==> src/rtl/doorbell_dispatch.sv <==
module doorbell_dispatch #(
  parameter int SLOTS = 8,
  localparam int TW = $clog2(SLOTS),
  localparam int CW = $clog2(SLOTS + 1)
) (
  input  logic             clk,
  input  logic             rst_n,
  input  logic             reg_wr_en,
  input  logic             reg_wr_sel,
  input  logic [SLOTS-1:0] reg_wr_data,
  input  logic             reg_rd_sel,
  output logic [SLOTS-1:0] reg_rd_data,
  output logic             disp_valid,
  input  logic             disp_ready,
  output logic             disp_kind,
  output logic [TW-1:0]    disp_tag,
  input  logic             cpl_valid,
  input  logic             cpl_kind,
  input  logic [TW-1:0]    cpl_tag
);

  logic [1:0][SLOTS-1:0] bell_q, bell_d;
  logic [TW-1:0]         ord_q [2][SLOTS];
  logic [TW-1:0]         ord_d [2][SLOTS];
  logic [CW-1:0]         cnt_q [2];
  logic [CW-1:0]         cnt_d [2];

  assign disp_kind   = (cnt_q[1] != '0);
  assign disp_valid  = disp_kind || (cnt_q[0] != '0);
  assign disp_tag    = disp_kind ? ord_q[1][0] : ord_q[0][0];
  assign reg_rd_data = bell_q[reg_rd_sel];

  always_comb begin : next_state
    logic [SLOTS-1:0] fresh, done;
    logic             pop;
    logic [CW-1:0]    pos;
    for (int l = 0; l < 2; l++) begin
      fresh = (reg_wr_en && reg_wr_sel == 1'(l)) ? (reg_wr_data & ~bell_q[l]) : '0;
      done  = (cpl_valid && cpl_kind == 1'(l)) ? (SLOTS'(1) << cpl_tag) : '0;
      bell_d[l] = (bell_q[l] & ~done) | fresh;
      pop = disp_valid && disp_ready && (disp_kind == 1'(l));
      for (int i = 0; i < SLOTS; i++)
        ord_d[l][i] = (pop && i < SLOTS - 1) ? ord_q[l][(i + 1) % SLOTS] : ord_q[l][i];
      pos = cnt_q[l] - CW'(pop);
      for (int b = 0; b < SLOTS; b++) begin
        if (fresh[b]) begin
          ord_d[l][pos[TW-1:0]] = TW'(b);
          pos = pos + 1'b1;
        end
      end
      cnt_d[l] = pos;
    end
  end

  always_ff @(posedge clk) begin
    if (!rst_n) begin
      bell_q <= '0;
      for (int l = 0; l < 2; l++) begin
        cnt_q[l] <= '0;
        for (int i = 0; i < SLOTS; i++) ord_q[l][i] <= '0;
      end
    end else begin
      bell_q <= bell_d;
      for (int l = 0; l < 2; l++) begin
        cnt_q[l] <= cnt_d[l];
        for (int i = 0; i < SLOTS; i++) ord_q[l][i] <= ord_d[l][i];
      end
    end
  end

endmodule

==> config.mk <==
export PLATFORM = sky130hd
export DESIGN_NAME = doorbell_dispatch
export DESIGN_NICKNAME = d
export VERILOG_FILES = /design/src/rtl/doorbell_dispatch.sv
export SDC_FILE = /design/constraint.sdc
export NUM_CORES = 1
export LEC_CHECK = 0
export ABC_AREA = 1
export BUFFER_PORTS_ARGS = -buffer_cell sky130_fd_sc_hd__buf_4
export CAP_MARGIN = 40
export CORE_ASPECT_RATIO = 1.5
export CORE_MARGIN = 10
export CORE_UTILIZATION = 40
export DETAILED_ROUTE_END_ITERATION = 8
export SKIP_LAST_GASP = 1
export SYNTH_ARGS = -nofsm -noshare
export SYNTH_HDL_FRONTEND = slang
export SYNTH_SLANG_ARGS = --single-unit
==> constraint.sdc <==
create_clock -name clk -period 8.72 [get_ports clk]
set_input_delay 2.18 -clock clk [delete_from_list [all_inputs] [get_ports clk]]
set_output_delay 2.18 -clock clk [all_outputs]
set_load 0.01 [all_outputs]
==> out/metrics.yaml, run 1 <==
run_status:
  status: "finished clean"
floorplanning:
  core_area_mm2: 0.0167
  die_h_um: 179
  die_area_mm2: 0.0227
  die_w_um: 126
  io_pins: 32
  core.rowCount: 58
  start_util_pct: 40.6
power:
  power.leakage_nw: 3.98
  power_density_mw_per_mm2: 357
  peakVddDrop_mv: 0.126
  design_power_total_mw: 2.70
worst_setup_path:
  critPathKind: "in2reg"
  crit_slowest_cell: "xor2_1"
  worst_setup_path_end_kind: "register"
  reg2regPathDepth: 33
  path_max_fanout: 7
  required_ps: 8970
  cp-start-kind: "primary input"
  r2r-end: "cnt_q[0][7]"
  worstReg2RegStart: "cnt_q[0][5]"
  reg2reg_setup_slack_ps: 1420
  crit_top_cell: "ha_1"
  slowest_delay_ps: 320
  worst_ep_arrival_time_ps: 8080
placement:
  dp_slack_ps: 574
  numPortBuffers: 31
  hpwl_mm: 19.6
  gp_congestion: 0.996
  placed_cell_area_mm2: 0.00724
  dp_cells: 1383
timing:
  hold_viol_final: 0
  timing.fmax_mhz: 128
  tightest_slew_ps: 718
  tns_ps: 0
  finalSetupViolCount: 0
  period_needed_ps: 7840
  rsz0062_at_grt: "no"
  period_share_pct: 89.9
  fin_skew_ps: 13.7
  relSlewSlack_pct: 52.0
  hold_slack_ps: 490
  finalWorstSetupSlack_ps: 884
  drv_slew: 0
synth:
  syn_area_mm2: 0.00678
  ys_seq_elements: 72
  ys_seq_area_share_pct: 21.3
  ys_warn_count: 0
  ys_types: 45
  syn_avg_cell_area_um2: 5.86
  netlist_instances: 1156
  synth_fp_nets: 1195
global_route:
  grt_max_degree: 45
  grt_usage_pct: 20.7
  grt_antenna_before_repair: 0
  gr-total-overflow: 0
  grt_pass1_vias: 7544
  grt_pass1_wl_mm: 38.2
layout:
  final_area_mm2: 0.00758
  antenna-diode-count: 0
  nFillCells: 1860
  instances_no_fill: 1398
  drive_gt1_share_pct: 15.1
  area_growth_syn_to_layout_pct: 11.8
  final_cell_mix: "nand2_1 (340), inv_1 (156), nand3_1 (115)"
  layout_commonest_cell: "nand2_1"
  postLayoutCoreUtil_pct: 45.4
  final_nets: 1223
hold_path:
  min_path_type: "reg2reg"
  whs_endpoint: "bell_q[11]"
  min-delay-start: "bell_q[11]"
  whs_path_depth: 2
clock_network:
  hold_buffers: 0
  cts_resized: 0
  clock_path_buffers: 2
  cts-buffers-inserted: 9
  worstSkewPairLatency_ps: 360
  cts_tree: "yes"
  cts_sinks: 72
  cts_setup_buffers: 0
  cts_max_level: 3
  clk_pin_slew_ps: 60
  cts_root_buf: "clkbuf_16"
flow_run:
  maxCapViolCount: 0
detailed_routing:
  vias_per_cell: 5.31
  highest_layer: "met4"
  wl_met1_mm: 8.40
  wl_met3_um: 809
  postRouteWirelength_mm: 23.5
  met2RoutedLength_mm: 12.8
  num_vias: 7421
  ant_nets: 0
  drt_iter0_drc: 476
  route.detailed.drc: 0
  routedWlPerCell_um: 16.8
  dr.pass1.iters: 5
-- worst max-delay path, delay by kind of cell --
kind / cells / cell delay [ps]
buffers and inverters: 4 / 250
and+or+nand+nor: 18 / 2710
xor gates and xnor gates: 1 / 320
adders and majority gates: 8 / 2320
AOI/OAI and AO/OA: 1 / 290
-- flip-flops by register name, summed over array words and instances, names as in the netlist --
name and flops:
ord_q 48, bell_q 16, cnt_q 8
-- final cells by class --
cell class,instances,area [um^2],share of cell area (%)
clock buffer,9,225,2.97
tap,210,263,3.47
multi-input combinational,892,4610,60.9
inverter,175,659,8.70
clock inverter,6,109,1.44
timing repair buffer,34,268,3.53
sequential,72,1440,19.0
-- metal layers --
layer	vias to the layer above	GRT usage, %
met5	-	0
met4	0	12.3
met3	83	3.68
met2	167	40.1
met1	3375	19.5
li1	3796	-
-- logic make-up (layout without fill, tap and decap cells) --
| group | Yosys count | count (layout) | share of synthesized area, % |
|---|---|---|---|
| buffers and inverters | 192 | 224 | 10.8 |
| DFF | 72 | 72 | 21.3 |
| xor gates and xnor gates | 4 | 4 | 0.628 |
| AOI/OAI and AO/OA | 183 | 183 | 15.4 |
| and+or+nand+nor | 678 | 678 | 47.1 |
| muxes | 7 | 7 | 1.14 |
| adders and majority gates | 20 | 20 | 3.69 |
-- cell usage after synthesis, drive strengths merged --
| master | count | area share, % |
|---|---|---|
| nor3 | 22 | 1.9 |
| xnor2 | 2 | 0.26 |
| o211ai | 16 | 1.8 |
| o21ai | 56 | 4.2 |
| nand4 | 3 | 0.28 |
| mux2i | 1 | 0.15 |
| or2 | 8 | 0.74 |
| o2111ai | 4 | 0.52 |
| ha | 20 | 3.7 |
| and3 | 3 | 0.28 |
| a21boi | 2 | 0.28 |
| a211oi | 4 | 0.44 |
| nand3b | 2 | 0.22 |
| inv | 173 | 9.6 |
| clkinv | 2 | 0.11 |
| and2 | 1 | 0.092 |
| a21oi | 81 | 6.0 |
| nand2 | 392 | 25 |
| o311ai | 5 | 0.65 |
| o21a | 3 | 0.33 |
| nand3 | 138 | 12 |
| xor2 | 2 | 0.37 |
| nor2 | 109 | 6.8 |
| dfxtp | 72 | 21 |
| mux2 | 6 | 1.0 |
| clkbuf | 14 | 0.78 |
| a31oi | 12 | 1.1 |
| buf | 3 | 0.26 |
-- where the power goes --
group | switching, mW | internal [mW]
registers | 0.0792 | 0.435
logic | 1.16 | 0.597
clock network | 0.156 | 0.277
total | 1.39 | 1.31
-- worst max-delay path by stage --
stage | slack (ps) | from | endpoint | cells after the start
finish | 880 | disp_ready | cnt_q[0][7] | 32
global route | 360 | disp_ready | cnt_q[0][7] | 32
detailed placement | 570 | disp_ready | cnt_q[0][7] | 32
floorplan | 880 | disp_ready | cnt_q[0][5] | 32
CTS | 920 | disp_ready | cnt_q[0][7] | 32
global placement | 730 | disp_ready | cnt_q[0][7] | 32
Note: power is estimated with default switching activity, not from simulation.
==> run 2, diff against run 1 <==
--- a/config.mk
+++ b/config.mk
@@ -5,13 +5,14 @@
 export SDC_FILE = /design/constraint.sdc
 export NUM_CORES = 1
 export LEC_CHECK = 0
-export ABC_AREA = 1
+export ABC_AREA = 0
 export BUFFER_PORTS_ARGS = -buffer_cell sky130_fd_sc_hd__buf_4
 export CAP_MARGIN = 40
 export CORE_ASPECT_RATIO = 1.5
 export CORE_MARGIN = 10
 export CORE_UTILIZATION = 40
 export DETAILED_ROUTE_END_ITERATION = 8
+export SETUP_SLACK_MARGIN = 0.2
 export SKIP_LAST_GASP = 1
 export SYNTH_ARGS = -nofsm -noshare
 export SYNTH_HDL_FRONTEND = slang
==> out/metrics.yaml, run 2 <==
timing:
  fin_skew_ps: 5.46
  period_share_pct: 93.0
  period_needed_ps: 8110
  tns_ps: 0
  finalWorstSetupSlack_ps: 615
  relSlewSlack_pct: 37.5
  rsz0062_at_grt: "yes"
  finalSetupViolCount: 0
  hold_viol_final: 0
  timing.fmax_mhz: 123
  tightest_slew_ps: 926
  drv_slew: 0
synth:
  synth-edff-count: 0
  ys_seq_elements: 72
  ys_top_cells_by_area: "dfxtp_1 (20%), nand2_1 (7.3%), a21oi_1 (5.8%)"
  ys_seq_area_share_pct: 20.5
  synth_top_cell_area_share_pct: 20.5
  synth_fp_nets: 1006
  syn_avg_cell_area_um2: 7.28
  synth_common_cells: "nand2_1 (136), nor2_1 (103), a21oi_1 (82), dfxtp_1 (72), o21ai_0 (67)"
  ys_warn_count: 0
  ys_types: 77
  netlist_instances: 967
  async_flop_share_pct: 0
  syn_area_mm2: 0.00704
  yosysMostFrequentCell: "nand2_1"
  synth_ff_type: "dfxtp_1"
  yosys.area.top_type: "dfxtp_1"
power:
  power.leakage_nw: 3.05
  design_power_total_mw: 3.19
  swShare_pct: 50.4
  clkPwrFrac_pct: 13.8
  power_density_mw_per_mm2: 399
  peakVddDrop_mv: 0.264
  p_switching_mw: 1.61
  p_seq_share_pct: 15.4
  internal-power_mw: 1.58
  pwr-share-comb_pct: 70.8
worst_setup_path:
  path_max_fanout: 9
  reg2reg_setup_slack_ps: 1180
  worst_setup_path_end_kind: "register"
  worstReg2RegStart: "cnt_q[0][6]"
  required_ps: 8960
  cp-start-kind: "primary input"
  slowest_delay_ps: 370
  worst_ep_arrival_time_ps: 8340
  crit_start: "disp_ready"
  critPathKind: "in2reg"
  crit_slowest_cell: "ha_1"
  crit_top_cell: "ha_1"
clock_network:
  cts_root_buf: "clkbuf_16"
  clk_pin_slew_ps: 60
  cts_tree: "yes"
  cts-buffers-inserted: 9
  cts_max_level: 3
  worstSkewPairLatency_ps: 350
  hold_buffers: 0
  cts_sinks: 72
  clock_path_buffers: 2
layout:
  final_cell_mix: "nand2_1 (135), nor2_1 (102), a21oi_1 (81)"
  top_register: "ord_q"
  area_growth_syn_to_layout_pct: 13.7
  layout_commonest_cell: "nand2_1"
  drive_gt1_share_pct: 13.4
  antenna-diode-count: 0
  largest_register_ff_count: 48
  reg_top3: "ord_q (48), bell_q (16), cnt_q (8)"
  final_nets: 1037
placement:
  gp_congestion: 0.961
  numPortBuffers: 31
  dp_slack_ps: 265
  hpwl_mm: 21.3
detailed_routing:
  postRouteWirelength_mm: 26.2
  ant_nets: 0
  route.detailed.drc: 0
  dr.pass1.iters: 6
  routedWlPerCell_um: 21.5
  vias_per_cell: 6.15
  drt_iter0_drc: 559
  num_vias: 7484
global_route:
  grt_antenna_before_repair: 0
  gr-total-overflow: 0
  grt_pass1_vias: 7419
  grt_usage_pct: 22.0
  grt_max_degree: 31
  grt_pass1_wl_mm: 40.4
flow_run:
  maxCapViolCount: 0
floorplanning:
  io_pins: 32
  die_h_um: 182
  die_w_um: 128
  die_area_mm2: 0.0234
  core.rowCount: 59
  start_util_pct: 40.6
  core_area_mm2: 0.0173
hold_path:
  min_path_type: "reg2reg"
  min-delay-start: "bell_q[6]"
run_status:
  status: "finished clean"
## run 2: worst max-delay path: cells and delay by family
family | cells | cell delay (ps)
xor gates and xnor gates | 1 | 190
and+or+nand+nor | 6 | 750
AOI/OAI and AO/OA | 10 | 1680
adders and majority gates | 8 | 2380
buffers and inverters | 5 | 460
muxes | 2 | 660
## run 2: kinds of logic (layout without fill, tap and decap cells)
| family | count (synthesis) | after routing | synth area share (%) |
|---|---|---|---|
| multiplexers | 39 | 39 | 5.78 |
| AO/OA/AOI/OAI | 292 | 292 | 26.0 |
| XOR/XNOR | 59 | 59 | 11.0 |
| adder cells (fa/ha/maj) | 20 | 20 | 3.55 |
| flip-flops | 72 | 72 | 20.5 |
| AND/OR/NAND/NOR | 416 | 416 | 29.2 |
| buffers and inverters | 69 | 105 | 3.96 |
## run 2: cell type report
class                           count  area (um^2)
Inverter                           27          103
Clock buffer                       10          229
Tap cell                          213          267
Sequential cell                    72         1440
Timing Repair Buffer               62          475
Fill cell                        1788         9350
Multi-Input combinational cell    826         5370
Clock inverter                      6          115
## run 2: what timing repair did
action                                  in CTS  in global routing
endpoints found under the setup margin       0                 13
resized for setup                            0                  3
setup buffers                                0                  0
## run 2: through the flow
stage	area, um^2	cells	util, %	hold slack [ps]
5_1_grt	8000	1216	46.1	535
6_report	8000	1216	46.1	510
3_3_place_gp	7610	1198	43.9	486
2_1_floorplan	7080	967	-	467
3_5_place_dp	7640	1200	44.0	489
4_1_cts	7980	1216	46.0	502
## run 2: worst paths after layout
path,end,depth (start not counted)
hold reg to reg,bell_q[6],2
setup reg to reg,ord_q[1][5],33
hold / removal,bell_q[6],2
setup / recovery,ord_q[1][5],32
## run 2: power by group through the flow
stage | Clock (mW) | Sequential [mW] | Combinational (mW)
2_1_floorplan | 0 | 0.468 | 1.62
3_3_place_gp | 0 | 0.494 | 2.21
3_5_place_dp | 0 | 0.496 | 2.21
4_1_cts | 0.440 | 0.489 | 2.22
5_1_grt | 0.458 | 0.498 | 2.46
6_report | 0.439 | 0.492 | 2.26
## run 2: routing by layer
metal  wire [um]  part of all wire [%]  vias up  track usage, %
met5           0                     0        -               0
met4        1920                   7.3        0            15.1
met3         918                   3.5       86            2.93
li1            -                     -     3603               -
met2       14100                    54      276            41.7
met1        9190                    35     3519            21.0
